[src/rtl/phyacc_pkg.sv]
// Shared field positions and state encoding for the PHY access port.
// Assumes a 32-bit host register; field positions are fixed by software.
package phyacc_pkg;
    localparam int ADDR_W    = 6;
    localparam int DATA_W    = 8;
    localparam int WORD_W    = 32;
    localparam int ADDR_LSB  = 0;
    localparam int WDATA_LSB = 8;
    localparam int RDATA_LSB = 16;
    localparam int WR_BIT    = 24;
    localparam int RD_BIT    = 25;
    localparam int ACK_BIT   = 26;

    typedef enum logic [1:0] {
        ST_IDLE = 2'd0,
        ST_WAIT = 2'd1,
        ST_ACK  = 2'd2
    } phy_state_e;
endpackage

[src/rtl/phyacc_host_reg.sv]
// Host-side register of the access port. It holds the address, the write
// value and the two request bits written by software. It forwards them
// unchanged to the PHY side and returns the PHY byte and acknowledge on
// read. Assumes software runs the four-phase sequence; no protection here.
module phyacc_host_reg
    import phyacc_pkg::*;
(
    input  logic              clk,
    input  logic              rst_n,
    input  logic              bus_wr,
    input  logic [WORD_W-1:0] bus_wdata,
    output logic [WORD_W-1:0] bus_rdata,
    input  logic              phy_ack,
    input  logic [DATA_W-1:0] phy_rdata,
    output logic [ADDR_W-1:0] phy_addr,
    output logic [DATA_W-1:0] phy_wdata,
    output logic              phy_wr,
    output logic              phy_rd
);
    logic [ADDR_W-1:0] addr_q;
    logic [DATA_W-1:0] wdata_q;
    logic              wr_q;
    logic              rd_q;
    logic              unused_bits;

    // Capture the software-writable fields on a bus write.
    always_ff @(posedge clk) begin
        if (!rst_n) begin
            addr_q  <= '0;
            wdata_q <= '0;
            wr_q    <= 1'b0;
            rd_q    <= 1'b0;
        end else if (bus_wr) begin
            addr_q  <= bus_wdata[ADDR_LSB +: ADDR_W];
            wdata_q <= bus_wdata[WDATA_LSB +: DATA_W];
            wr_q    <= bus_wdata[WR_BIT];
            rd_q    <= bus_wdata[RD_BIT];
        end
    end

    // Assemble the host register read value.
    always_comb begin
        bus_rdata                          = '0;
        bus_rdata[ADDR_LSB +: ADDR_W]      = addr_q;
        bus_rdata[WDATA_LSB +: DATA_W]     = wdata_q;
        bus_rdata[RDATA_LSB +: DATA_W]     = phy_rdata;
        bus_rdata[WR_BIT]                  = wr_q;
        bus_rdata[RD_BIT]                  = rd_q;
        bus_rdata[ACK_BIT]                 = phy_ack;
    end

    assign phy_addr    = addr_q;
    assign phy_wdata   = wdata_q;
    assign phy_wr      = wr_q;
    assign phy_rd      = rd_q;
    assign unused_bits = ^{bus_wdata[WORD_W-1:ACK_BIT], bus_wdata[RDATA_LSB +: DATA_W],
                           bus_wdata[WDATA_LSB-1:ADDR_W]};

    // with both requests set and no acknowledge pending, none appears.
    p_conflict_no_ack_r8: assert property (@(posedge clk) disable iff (!rst_n)
        (wr_q && rd_q && !phy_ack) |=> !phy_ack);
endmodule

[src/rtl/phyacc_phy_model.sv]
// PHY register-file model answering four-phase requests. A single request
// (write xor read) seen while idle starts a wait of ACK_DELAY cycles; the
// access happens as acknowledge rises and acknowledge holds until the
// accepted request is withdrawn or the other request bit also appears.
// Assumes ACK_DELAY >= 1.
module phyacc_phy_model
    import phyacc_pkg::*;
#(
    parameter int ACK_DELAY = 4
) (
    input  logic              clk,
    input  logic              rst_n,
    input  logic [ADDR_W-1:0] req_addr,
    input  logic [DATA_W-1:0] req_wdata,
    input  logic              req_wr,
    input  logic              req_rd,
    output logic              ack,
    output logic [DATA_W-1:0] rdata
);
    localparam int DEPTH = 1 << ADDR_W;
    localparam int CNT_W = $clog2(ACK_DELAY + 1);

    phy_state_e        state;
    logic [CNT_W-1:0]  cnt;
    logic              kind_rd;
    logic              active;
    logic              commit;
    logic [DATA_W-1:0] mem [DEPTH];

    // The accepted request is still the only one set.
    assign active = kind_rd ? (req_rd && !req_wr) : (req_wr && !req_rd);
    assign commit = (state == ST_WAIT) && active && (cnt == CNT_W'(ACK_DELAY - 1));
    assign ack    = (state == ST_ACK);

    // Handshake sequencing: idle, counted wait, acknowledge hold.
    always_ff @(posedge clk) begin
        if (!rst_n) begin
            state   <= ST_IDLE;
            cnt     <= '0;
            kind_rd <= 1'b0;
        end else begin
            unique case (state)
                ST_IDLE: if (req_wr ^ req_rd) begin
                    kind_rd <= req_rd;
                    cnt     <= '0;
                    state   <= ST_WAIT;
                end
                ST_WAIT: begin
                    if (!active)     state <= ST_IDLE;
                    else if (commit) state <= ST_ACK;
                    else             cnt   <= cnt + 1'b1;
                end
                ST_ACK:  if (!active) state <= ST_IDLE;
                default: state <= ST_IDLE;
            endcase
        end
    end

    // Register file update and read-data capture at acknowledge rise.
    always_ff @(posedge clk) begin
        if (!rst_n) begin
            for (int i = 0; i < DEPTH; i++) mem[i] <= '0;
            rdata <= '0;
        end else if (commit) begin
            if (kind_rd) rdata         <= mem[req_addr];
            else         mem[req_addr] <= req_wdata;
        end
    end

    // acknowledge only rises out of a live, accepted request.
    p_ack_from_req_r3: assert property (@(posedge clk) disable iff (!rst_n)
        $rose(ack) |-> $past(active));
    // the wait counter never passes its limit.
    p_cnt_bound_r3: assert property (@(posedge clk) disable iff (!rst_n)
        (state == ST_WAIT) |-> (cnt < CNT_W'(ACK_DELAY)));
    // acknowledge holds while the request stays.
    p_ack_hold_r4: assert property (@(posedge clk) disable iff (!rst_n)
        (ack && active) |=> ack);
    // acknowledge drops one cycle after the request goes.
    p_ack_drop_r5: assert property (@(posedge clk) disable iff (!rst_n)
        (ack && !active) |=> !ack);
    // returned byte stays put while a read acknowledge is held.
    p_rdata_stable_r7: assert property (@(posedge clk) disable iff (!rst_n)
        (ack && $past(ack) && kind_rd) |-> $stable(rdata));
endmodule

[src/rtl/phyacc_port.sv]
// Top of the PHY access port: host register in front, PHY register-file
// model behind. ACK_DELAY sets the PHY answer latency in cycles and must
// stay far below the software polling timeout.
module phyacc_port
    import phyacc_pkg::*;
#(
    parameter int ACK_DELAY = 4
) (
    input  logic              clk,
    input  logic              rst_n,
    input  logic              bus_wr,
    input  logic [WORD_W-1:0] bus_wdata,
    output logic [WORD_W-1:0] bus_rdata
);
    logic [ADDR_W-1:0] phy_addr;
    logic [DATA_W-1:0] phy_wdata;
    logic [DATA_W-1:0] phy_rdata;
    logic              phy_wr;
    logic              phy_rd;
    logic              phy_ack;

    phyacc_host_reg u_host (
        .clk       (clk),
        .rst_n     (rst_n),
        .bus_wr    (bus_wr),
        .bus_wdata (bus_wdata),
        .bus_rdata (bus_rdata),
        .phy_ack   (phy_ack),
        .phy_rdata (phy_rdata),
        .phy_addr  (phy_addr),
        .phy_wdata (phy_wdata),
        .phy_wr    (phy_wr),
        .phy_rd    (phy_rd)
    );

    phyacc_phy_model #(.ACK_DELAY(ACK_DELAY)) u_phy (
        .clk       (clk),
        .rst_n     (rst_n),
        .req_addr  (phy_addr),
        .req_wdata (phy_wdata),
        .req_wr    (phy_wr),
        .req_rd    (phy_rd),
        .ack       (phy_ack),
        .rdata     (phy_rdata)
    );
endmodule

[config.mk]
export PLATFORM = sky130hd
export DESIGN_NAME = phyacc_port
export DESIGN_NICKNAME = d
export VERILOG_FILES = /design/src/rtl/phyacc_pkg.sv /design/src/rtl/phyacc_host_reg.sv /design/src/rtl/phyacc_phy_model.sv /design/src/rtl/phyacc_port.sv
export SDC_FILE = /design/constraint.sdc
export NUM_CORES = 1
export LEC_CHECK = 0
export ABC_AREA = 1
export CAP_MARGIN = 20
export CELL_PAD_IN_SITES_DETAIL_PLACEMENT = 1
export CELL_PAD_IN_SITES_GLOBAL_PLACEMENT = 2
export CORE_MARGIN = 3
export CORE_UTILIZATION = 43
export DETAILED_ROUTE_END_ITERATION = 8
export PLACE_DENSITY = 0.89
export SETUP_SLACK_MARGIN = 0.05
export SYNTH_ARGS = -nofsm -noshare
export SYNTH_HDL_FRONTEND = slang
export SYNTH_SLANG_ARGS = --single-unit
[constraint.sdc]
create_clock -name clk -period 6.1 [get_ports clk]
set_input_delay 0.61 -clock clk [delete_from_list [all_inputs] [get_ports clk]]
set_output_delay 0.61 -clock clk [all_outputs]
set_load 0.01 [all_outputs]
==> summary.txt, run 1 <==
Layout
  • Final std cell area, no fill: 28,600 um2
  • Fillers: 6,754
  • Antenna cells: 0
  • Share of post-route cells with drive strength above 1: 8.61%
  • Final #Nets: 2,835
  • Final Util: 49.0%
  • Post-route insts no fill: 3,610
  • Synth-to-Final Area Change: 11.4%

Timing
  • Tightest Pin Transition: 1.06 ns
  • Fin. Hold Viols: 0
  • Period utilization: 61.5%
  • FMAX: 267 MHz
  • Final setup TNS: 0 ns
  • Setup Viol. Count Final: 0
  • Unrepaired setup endpoints after global routing: no
  • Setup Skew: 0.0275 ns
  • Max Slew Vio Count: 0
  • Max_slew headroom: 29.0%
  • Final worst path period need: 3.75 ns

Placed design
  • Routability Congestion: 0.800
  • Port Buffer Count: 43
  • Hpwl dp: 47.1 mm
  • Placed cells: 3,499
  • Dpl cell area: 26,700 um2

GRT
  • Overflow after GRT: 0
  • Vias in the first global route: 19,700
  • Initial antenna violation count: 2
  • Largest net degree at the start of global routing: 190
  • Total GRT Usage: 24.0%
  • First-pass GRT wire length: 115 mm

Clocking
  • Htree depth: 2
  • CTS max path bufs: 3
  • Sink Count: 542
  • Worst-skew pair later-pin latency: 0.64 ns
  • Cts hold-fix bufs: 0
  • CTS tree: done
  • Post-CTS setup repair buffer count: 0
  • Clock transition at the registers of the reported paths: 0.06 ns
  • Post-CTS Resized: 0
  • Root Buffer: clkbuf_16
  • CTS Buf Count: 58

Drt
  • Pre-antenna DRT Iters: 5
  • 1st-iter DRT viols: 1,291
  • Avg Vias per Cell: 5.29
  • Vias: 19,100
  • # DRC: 0
  • WL final: 75.4 mm
  • Antenna Nets Post-Route: 0
  • Routed wire per std cell: 20.9 um

Pwr
  • Total power: 8.39 mW
  • Sequential share of power: 50.6%
  • Combinational share of power: 8.4%
  • Power density cells: 293 nW/um2
  • Leakage power: 11.7 nW
  • Clock power share: 41.0%
  • Int Pwr: 6.30 mW
  • Switching share of power: 24.8%
  • Switch Pwr: 2.08 mW
  • Maximum VDD drop: 0.000213 V

Setup path
  • Delay of the slowest cell on the worst path: 1.02 ns
  • Worst Path Buf+Inv: 2
  • CP Launch Type: register
  • CP Capture Type: register
  • Top cell family by delay on the critical path: simple AND/OR/NAND/NOR gates
  • CP max FO: 93
  • Slowest-stage cell, CP: dfxtp_4
  • Worst setup path category: register to register
  • CP required: 6.38 ns
  • Worst path cell trace: inv_6, nor4_4, buf_4, nand2_2, nand2_1
  • WP data arrival: 4.03 ns

Floorplan
  • Initial Util: 44.0%
  • # rows: 88
  • Die H: 250 um
  • Die ar.: 62,600 um2
  • Core Area: 58,400 um2
  • Die Wd: 250 um
  • I/O pin total: 67

Yosys
  • Post-synth top area share: 59.9%
  • Avg Cell Area, Syn: 9.08 um2
  • Synth warn: 0
  • Yosys reg bits: 542
  • Register area share after synthesis: 62.3%
  • Top cells by area, synth: edfxtp_1 60%, nor2_1 9.8%, nand2_1 8.7%
  • Syn Inst Count: 2,824
  • Mapped Area: 25,700 um2
  • Top cell type by total area after synthesis: edfxtp_1
  • Cell variety after synth: 26

Outcome
  • Outcome: completed

Worst hold path
  • Min-delay worst type: primary input to register

Job
  • MaxCap Viol Count: 0
==> stage by stage <==
stage	hold slack (ns)	setup slack, ns
floorplan	0.445	3.78
global placement	0.461	2.35
detailed placement	0.475	2.28
CTS	0.418	2.26
global route	0.437	2.04
finish	0.441	2.35
==> synthesized netlist by cell type <==
cell      count
buf_4        10
or2_2        27
a211oi_1      1
buf_1        14
clkbuf_1    127
conb_1        1
nor2_4        1
nor4_4        6
o21ai_0      87
nor3_4        2
o21a_1        7
nor3_1       10
nand3_2       1
nand2_2      65
o211ai_1     70
inv_1       387
ha_1          4
edfxtp_1    512
nand2_1     594
a21oi_1      20
buf_2        20
nor2_1      667
nor2_2        3
nand3_1     156
dfxtp_1      30
inv_2         2
==> layer usage <==
layer | GRT usage [%] | up-vias | routed length (um)
li1 | - | 8904 | -
met3 | 3.28 | 103 | 4090
met4 | 6.48 | 2 | 1670
met2 | 40.5 | 480 | 36400
met5 | 0 | - | 18
met1 | 32.8 | 9621 | 33200
==> worst register-to-register path, cell delays in order (launching register included) <==
cell and delay [ns]:
dfxtp_4 1.02, inv_6 0.51, nor4_4 0.95, buf_4 0.39
nand2_2 0.17, nand2_1 0.37
==> cells by family (layout without fill, tap and decap cells) <==
kind of cell	Yosys count	count (layout)	synth area share, %
DFF	542	542	62.3
adders and majority gates	4	4	0.195
buffers and inverters	560	575	8.44
and+or+nand+nor	1532	1532	24.7
other	1	7	0.0146
AOI/OAI and AO/OA	185	185	4.37
==> power by group through the flow <==
stage	logic (mW)	clock network, mW	registers, mW
2_1_floorplan	0.450	0	4.29
5_1_grt	0.773	3.63	4.26
3_5_place_dp	0.699	0	4.32
6_report	0.701	3.44	4.24
3_3_place_gp	0.678	0	4.31
4_1_cts	0.703	3.49	4.25
==> state kept, by name (all words and copies together), names as in the netlist <==
register,count
u_host.phy_addr,6
u_host.phy_rd,1
u_host.phy_wdata,8
u_host.phy_wr,1
u_phy.cnt,3
u_phy.kind_rd,1
u_phy.mem,512
u_phy.rdata,8
u_phy.state,2
==> worst paths after layout <==
| kind | startpoint | end | slack [ns] | cells after the start |
|---|---|---|---|---|
| setup / recovery | u_host.phy_addr[0]$_SDFFE_PN0P_ | u_phy.mem[37][2]$_SDFFCE_PN0P_ | 2.35 | 5 |
| hold / removal | rst_n | u_host.phy_addr[1]$_SDFFE_PN0P_ | 0.44 | 3 |
| setup reg to reg | u_host.phy_addr[0]$_SDFFE_PN0P_ | u_phy.mem[37][2]$_SDFFCE_PN0P_ | 2.35 | 5 |
| hold reg to reg | u_phy.cnt[2]$_SDFFE_PN0P_ | u_phy.cnt[2]$_SDFFE_PN0P_ | 0.49 | 2 |
==> layout make-up <==
type	instances	area, um2	share of cell area [%]
Inverter	389	1470	5.13
Sequential cell	542	16000	55.9
Clock buffer	86	1660	5.80
Timing Repair Buffer	77	723	2.53
Clock inverter	23	181	0.635
Tap cell	765	957	3.35
Multi-Input combinational cell	1728	7620	26.6
==> layout by cell type (no fill, tap or decap), types with 2 or more instances in the layout <==
cell / netlist / final
conb_1: 1 / 7
inv_6: 0 / 3
o21a_1: 7 / 7
o211ai_1: 70 / 70
or2_2: 27 / 27
nor2_1: 667 / 666
nand2_1: 594 / 593
buf_4: 10 / 32
inv_1: 387 / 379
clkinv_1: 0 / 7
inv_2: 2 / 9
edfxtp_1: 512 / 512
dfxtp_1: 30 / 29
nor3_4: 2 / 5
nor3_2: 0 / 5
clkinv_2: 0 / 9
clkdlybuf4s50_1: 0 / 42
clkbuf_8: 0 / 10
clkbuf_1: 127 / 18
o21ai_0: 87 / 87
nor4_4: 6 / 6
bufinv_16: 0 / 2
nor3_1: 10 / 2
a21oi_1: 20 / 20
nor2_4: 1 / 4
nand3_1: 156 / 156
nand2_2: 65 / 66
clkbuf_16: 0 / 58
ha_1: 4 / 4
(Power assumes the default switching activity.)
==> run 2: changes to the inputs <==
- CORE_UTILIZATION: 43 -> 40
- PLACE_DENSITY: 0.89 -> 0.84
- clock period: 6.1 -> 3.9 ns (I/O delays scaled with it)
==> summary.txt, run 2 (synthesis gave the netlist of run 1 again) <==
Outcome
  • Outcome: completed (unchanged)

Clocking
  • Post-CTS setup repair buffer count: 0 (unchanged)
  • Root Buffer: clkbuf_16 (unchanged)
  • CTS Buf Count: 58 (unchanged)
  • CTS tree: done (unchanged)
  • Post-CTS Resized: 0 (unchanged)
  • CTS max path bufs: 3 (unchanged)
  • Htree depth: 2 (unchanged)
  • Cts hold-fix bufs: 0 (unchanged)
  • Sink Count: 542 (unchanged)
  • Worst-skew pair later-pin latency: 0.61 ns (was 0.64 ns)
  • Clock transition at the registers of the reported paths: 0.06 ns (about the same)

Timing
  • Worst hold slack: 0.0956 ns (was 0.441 ns)
  • Max Slew Vio Count: 0 (unchanged)
  • Max_slew headroom: 27.7% (was 29.0%)
  • Final setup TNS: 0 ns (unchanged)
  • FMAX: 342 MHz (was 267 MHz)
  • Period utilization: 74.9% (was 61.5%)
  • Setup Skew: 0.0165 ns (was 0.0275 ns)
  • Final worst path period need: 2.92 ns (was 3.75 ns)
  • Unrepaired setup endpoints after global routing: no (unchanged)
  • Fin. Hold Viols: 0 (unchanged)
  • Tightest Pin Transition: 1.08 ns (was 1.06 ns)
  • Min setup slack post-route: 0.979 ns (was 2.35 ns)
  • Setup Viol. Count Final: 0 (unchanged)

Layout
  • Area of the multi-input gates: 7600 um2 (was 7620 um2)
  • Most frequent cells in the layout: 666 x nor2_1, 593 x nand2_1, 512 x edfxtp_1 (unchanged)
  • Final #Nets: 2,868 (was 2,835)
  • Synth-to-Final Area Change: 13.4% (was 11.4%)
  • Share of post-route cells with drive strength above 1: 9.59% (was 8.61%)
  • Fillers: 7,295 (was 6,754)
  • Largest Register: u_phy.mem (unchanged)
  • Commonest non-fill, non-tap cell in the layout: nor2_1 (unchanged)
  • Max reg flops: 512 (unchanged)
  • Final Util: 46.0% (was 49.0%)
  • Register area: 16,000 um2 (unchanged)

Worst hold path
  • Hold path depth: 3 (unchanged)
  • Hold EP: u_phy.state[0]$_SDFFE_PN0P_ (was u_host.phy_addr[1]$_SDFFE_PN0P_)
  • Min-delay worst type: primary input to register (unchanged)
  • Hold Crit Start: rst_n (unchanged)

GRT
  • Largest net degree at the start of global routing: 88 (was 190)
  • Vias in the first global route: 19,700 (about the same)
  • Overflow after GRT: 0 (unchanged)
  • Initial antenna violation count: 4 (was 2)
  • First-pass GRT wire length: 117 mm (was 115 mm)
  • Total GRT Usage: 23.0% (was 24.0%)

Drt
  • Pre-antenna DRT Iters: 5 (unchanged)
  • # DRC: 0 (unchanged)
  • Avg Vias per Cell: 5.11 (was 5.29)
  • 1st-iter DRT viols: 1,409 (was 1,291)
  • Routed wire per std cell: 20.7 um (was 20.9 um)
  • Vias: 19,000 (was 19,100)
  • WL final: 77.2 mm (was 75.4 mm)
  • Antenna Nets Post-Route: 0 (unchanged)

Setup path
  • WP data arrival: 3.48 ns (was 4.03 ns)
  • Reg-to-reg startpoint: u_host.phy_addr[2]$_SDFFE_PN0P_ (was u_host.phy_addr[0]$_SDFFE_PN0P_)
  • Worst Reg-to-Reg Cells: 11 (was 5)
  • CP Capture Type: register (unchanged)
  • Worst setup path category: register to register (unchanged)
  • Slowest-stage cell, CP: dfxtp_1 (was dfxtp_4)
  • Setup slack, reg-to-reg: 0.98 ns (was 2.35 ns)
  • Worst path cell trace: nand2_2, inv_1, buf_4, nand3_1, nand2_1, o21ai_0, nand2_1, nor2_1, nand3_1, nand2_1, inv_1 (was inv_6, nor4_4, buf_4, nand2_2, nand2_1)
  • CP max FO: 17 (was 93)
  • CP Launch Type: register (unchanged)
  • Delay of the slowest cell on the worst path: 0.79 ns (was 1.02 ns)
  • Levels on crit path: 11 (was 5)
  • Worst Path Buf+Inv: 3 (was 2)
  • CP required: 4.46 ns (was 6.38 ns)
  • RR Endpoint: u_phy.rdata[3]$_SDFFE_PN0P_ (was u_phy.mem[37][2]$_SDFFCE_PN0P_)
  • Most frequent CP cell: nand2_1
  • Top cell family by delay on the critical path: buffers and inverters (was simple AND/OR/NAND/NOR gates)

Job
  • MaxCap Viol Count: 0 (unchanged)

Pwr
  • Leakage power: 12.0 nW (was 11.7 nW)
  • Total power: 13.4 mW (was 8.39 mW)
  • Power density cells: 461 nW/um2 (was 293 nW/um2)
  • Maximum VDD drop: 0.000299 V (was 0.000213 V)

Floorplan
  • Die ar.: 67,200 um2 (was 62,600 um2)
  • # rows: 92 (was 88)
  • Die Wd: 259 um (was 250 um)
  • Die H: 259 um (was 250 um)
  • Core Area: 63,300 um2 (was 58,400 um2)
  • I/O pin total: 67 (unchanged)
  • Initial Util: 40.5% (was 44.0%)

Placed design
  • Port Buffer Count: 43 (unchanged)
  • Routability Congestion: 0.837 (was 0.800)
  • Pre-CTS WS: 1.02 ns (was 2.28 ns)
  • Hpwl dp: 51.0 mm (was 47.1 mm)
run 2: cell types whose count changed in the layout (fill, tap and decap cells not counted), sizes merged:
cell      previous run  this run
buf                 35        68
bufinv               2         4
clkbuf              86        88
inv                391       389
clkinvlp             1         0
diode                0         1
run 2: worst reg2reg max path, cell delays in order (launching register included):
cell     delay [ns]
dfxtp_1        0.79
nand2_2        0.25
inv_1          0.78
buf_4          0.33
nand3_1        0.08
nand2_1        0.07
o21ai_0        0.13
nand2_1        0.15
nor2_1         0.06
nand3_1        0.13
nand2_1        0.07
inv_1          0.05
run 2: final cells by class:
class                      count  area share [%]
sequential                   542            54.9
multi-input combinational   1728            26.1
clock buffer                  88            6.01
inverter                     389            5.04
tap                          846            3.64
timing repair buffer         110            3.59
clock inverter                22           0.675
antenna                        1         0.00860
run 2: how the worst max path moves through the flow:
stage | to | slack (ns) | start
2_1_floorplan | u_phy.mem[0][0]$_SDFFCE_PN0P_ | 1.58 | u_host.phy_rd$_SDFFE_PN0P_
3_3_place_gp | u_phy.rdata[3]$_SDFFE_PN0P_ | 1.12 | u_host.phy_addr[1]$_SDFFE_PN0P_
3_5_place_dp | u_phy.mem[24][5]$_SDFFCE_PN0P_ | 1.02 | u_host.phy_rd$_SDFFE_PN0P_
4_1_cts | u_phy.mem[24][5]$_SDFFCE_PN0P_ | 1.01 | u_host.phy_rd$_SDFFE_PN0P_
5_1_grt | u_phy.rdata[7]$_SDFFE_PN0P_ | 0.78 | u_host.phy_addr[2]$_SDFFE_PN0P_
6_report | u_phy.rdata[3]$_SDFFE_PN0P_ | 0.98 | u_host.phy_addr[2]$_SDFFE_PN0P_
run 2: stage by stage:
stage                     area, um2  cells
after global routing          29100   3725
after floorplan               25700   2830
after global placement        27200   3615
final                         29100   3726
after detailed placement      27200   3615
after CTS                     29100   3725
run 2: metal layers:
layer	vias to the layer above	part of all wire, %	GRT usage (%)
li1	8986	-	-
met1	9424	44	31.1
met2	501	47	38.0
met3	107	7.2	5.08
met4	4	2.1	5.33
met5	-	0.031	0
run 2: power breakdown:
| group | switching, mW | total [mW] | leakage (nW) | internal, mW |
|---|---|---|---|---|
| Combinational | 0.876 | 1.16 | 5.47 | 0.282 |
| Clock | 2.29 | 5.63 | 0.956 | 3.34 |
| Sequential | 0.0852 | 6.63 | 5.55 | 6.54 |
==> run 3: changes to the inputs <==
- clock period: 3.9 -> 2.97 ns (I/O delays scaled with it)
==> summary.txt, run 3 (synthesis gave the netlist of run 1 again) <==
Timing
  • Worst hold slack: 0.321 ns (was 0.0956 ns)
  • Min setup slack post-route: 0.180 ns (was 0.979 ns)
  • Max_slew headroom: 42.0% (was 27.7%)
  • Max Slew Vio Count: 0 (unchanged)
  • Final setup TNS: 0 ns (unchanged)
  • Setup Skew: 0.0307 ns (was 0.0165 ns)
  • FMAX: 358 MHz (was 342 MHz)
  • Fin. Hold Viols: 0 (unchanged)
  • Tightest Pin Transition: 0.869 ns (was 1.08 ns)
  • Unrepaired setup endpoints after global routing: no (unchanged)
  • Setup Viol. Count Final: 0 (unchanged)
  • Period utilization: 93.9% (was 74.9%)
  • Final worst path period need: 2.79 ns (was 2.92 ns)

Placed design
  • Pre-CTS WS: 0.248 ns (was 1.02 ns)
  • Port Buffer Count: 43 (unchanged)
  • Routability Congestion: 0.855 (was 0.837)
  • Placed cells: 3,627 (was 3,615)
  • Dpl cell area: 27,400 um2 (was 27,200 um2)
  • Hpwl dp: 50.7 mm (was 51.0 mm)

Drt
  • Antenna Nets Post-Route: 0 (unchanged)
  • # DRC: 0 (unchanged)
  • 1st-iter DRT viols: 1,620 (was 1,409)
  • Routed wire per std cell: 20.5 um (was 20.7 um)
  • WL final: 76.6 mm (was 77.2 mm)
  • Vias: 18,900 (was 19,000)
  • Avg Vias per Cell: 5.07 (was 5.11)
  • Pre-antenna DRT Iters: 5 (unchanged)

GRT
  • Largest net degree at the start of global routing: 91 (was 88)
  • Met3 Use GR: 4.34% (was 5.08%)
  • Total GRT Usage: 22.9% (was 23.0%)
  • Met2 GRT Util: 37.0% (was 38.0%)
  • Initial antenna violation count: 1 (was 4)
  • Busiest grt layer: met2 (unchanged)
  • Overflow after GRT: 0 (unchanged)
  • M1 GR Usage: 31.7% (was 31.1%)
  • First-pass GRT wire length: 117 mm (about the same)
  • Vias in the first global route: 19,600 (was 19,700)

Setup path
  • CP Launch Type: register (unchanged)
  • Delay of the slowest cell on the worst path: 0.76 ns (was 0.79 ns)
  • Worst setup path category: register to register (unchanged)
  • Worst Path Buf+Inv: 1 (was 3)
  • Worst path cell trace: nor2_4, buf_4, nand3_1, nand2_1, o21ai_0, nand3_1, nor2_1, a21oi_1 (was nand2_2, inv_1, buf_4, nand3_1, nand2_1, o21ai_0, nand2_1, nor2_1, nand3_1, nand2_1, inv_1)
  • CP required: 3.48 ns (was 4.46 ns)
  • Top cell family by delay on the critical path: simple AND/OR/NAND/NOR gates (was buffers and inverters)
  • CP Capture Type: register (unchanged)
  • CP max FO: 27 (was 17)
  • WP data arrival: 3.30 ns (was 3.48 ns)
  • Most frequent CP cell: nand3_1 (was nand2_1)
  • Slowest-stage cell, CP: dfxtp_1 (unchanged)

Job
  • MaxCap Viol Count: 0 (unchanged)

Pwr
  • Switch Pwr: 4.28 mW (was 3.25 mW)
  • Combinational share of power: 8.9% (was 8.6%)
  • Total power: 17.7 mW (was 13.4 mW)
  • Maximum VDD drop: 0.000432 V (was 0.000299 V)
  • Leakage power: 12.1 nW (was 12.0 nW)
  • Switching share of power: 24.1% (was 24.3%)
  • Clock power share: 42.0% (about the same)
  • Power density cells: 603 nW/um2 (was 461 nW/um2)
  • Int Pwr: 13.4 mW (was 10.2 mW)
  • Sequential share of power: 49.1% (was 49.4%)

Floorplan
  • Core Area: 63,300 um2 (unchanged)
  • Initial Util: 40.5% (unchanged)
  • # rows: 92 (unchanged)
  • I/O pin total: 67 (unchanged)
  • Die ar.: 67,200 um2 (unchanged)
  • Die H: 259 um (unchanged)
  • Die Wd: 259 um (unchanged)

Layout
  • Final std cell area, no fill: 29,400 um2 (was 29,100 um2)
  • Largest Register: u_phy.mem (unchanged)
  • Commonest non-fill, non-tap cell in the layout: nor2_1 (unchanged)
  • Post-route insts no fill: 3,738 (was 3,726)
  • Final #Nets: 2,881 (was 2,868)
  • Max reg flops: 512 (unchanged)
  • Final Util: 46.4% (was 46.0%)
  • Most frequent cells in the layout: 666 x nor2_1, 591 x nand2_1, 512 x edfxtp_1 (was 666 x nor2_1, 593 x nand2_1, 512 x edfxtp_1)
  • Share of post-route cells with drive strength above 1: 10.2% (was 9.59%)
  • Synth-to-Final Area Change: 14.5% (was 13.4%)

Outcome
  • Outcome: completed (unchanged)

Clocking
  • Sink Count: 542 (unchanged)
  • CTS Buf Count: 58 (unchanged)
  • Htree depth: 2 (unchanged)
  • Root Buffer: clkbuf_16 (unchanged)
  • CTS tree: done (unchanged)
  • Clock transition at the registers of the reported paths: 0.06 ns (about the same)
  • CTS max path bufs: 3 (unchanged)
  • Worst-skew pair later-pin latency: 0.63 ns (was 0.61 ns)

Worst hold path
  • Min-delay worst type: primary input to register (unchanged)
## run 3: power groups by stage
stage	registers (mW)	clock network, mW	logic, mW
floorplan	8.81	0	0.924
global placement	8.84	0	1.54
detailed placement	8.85	0	1.58
CTS	8.69	7.54	1.59
global route	8.71	7.86	1.74
finish	8.69	7.44	1.58
## run 3: tightest hold or removal path, stage by stage
cell and delay (ns):
clkdlybuf4s50_1 0.39, o21ai_0 0.15, a21oi_1 0.05
## run 3: path summary, 6_finish.rpt
path	start	end	slack, ns	depth (start not counted)
min reg2reg	u_phy.cnt[2]$_SDFFE_PN0P_	u_phy.cnt[2]$_SDFFE_PN0P_	0.50	2
min	bus_wdata[9]	u_host.phy_wdata[1]$_SDFFE_PN0P_	0.32	3
max	u_host.phy_addr[1]$_SDFFE_PN0P_	u_phy.rdata[7]$_SDFFE_PN0P_	0.18	8
max reg2reg	u_host.phy_addr[1]$_SDFFE_PN0P_	u_phy.rdata[7]$_SDFFE_PN0P_	0.18	8
## run 3: area by class of cell
cell class	count	area [um2]
Fill cell	7239	33900
Multi-Input combinational cell	1728	7600
Antenna cell	1	2.50
Timing Repair Buffer	123	1330
Clock buffer	79	1630
Inverter	389	1470
Sequential cell	542	16000
Tap cell	846	1060
Clock inverter	30	317
## run 3: timing repair
action | in CTS | in global routing
hold buffers | 1 | 0
buffers inserted | 0 | 0
endpoints found under the hold margin | 1 | 0
endpoints found under the setup margin | 0 | 13
gates resized for setup | 0 | 2
## run 3: per-layer routing
metal | part of all wire, % | vias to the layer above
met5 | 0 | -
met4 | 2.7 | 0
met3 | 6.5 | 118
met2 | 46 | 476
met1 | 45 | 9347
li1 | - | 8993
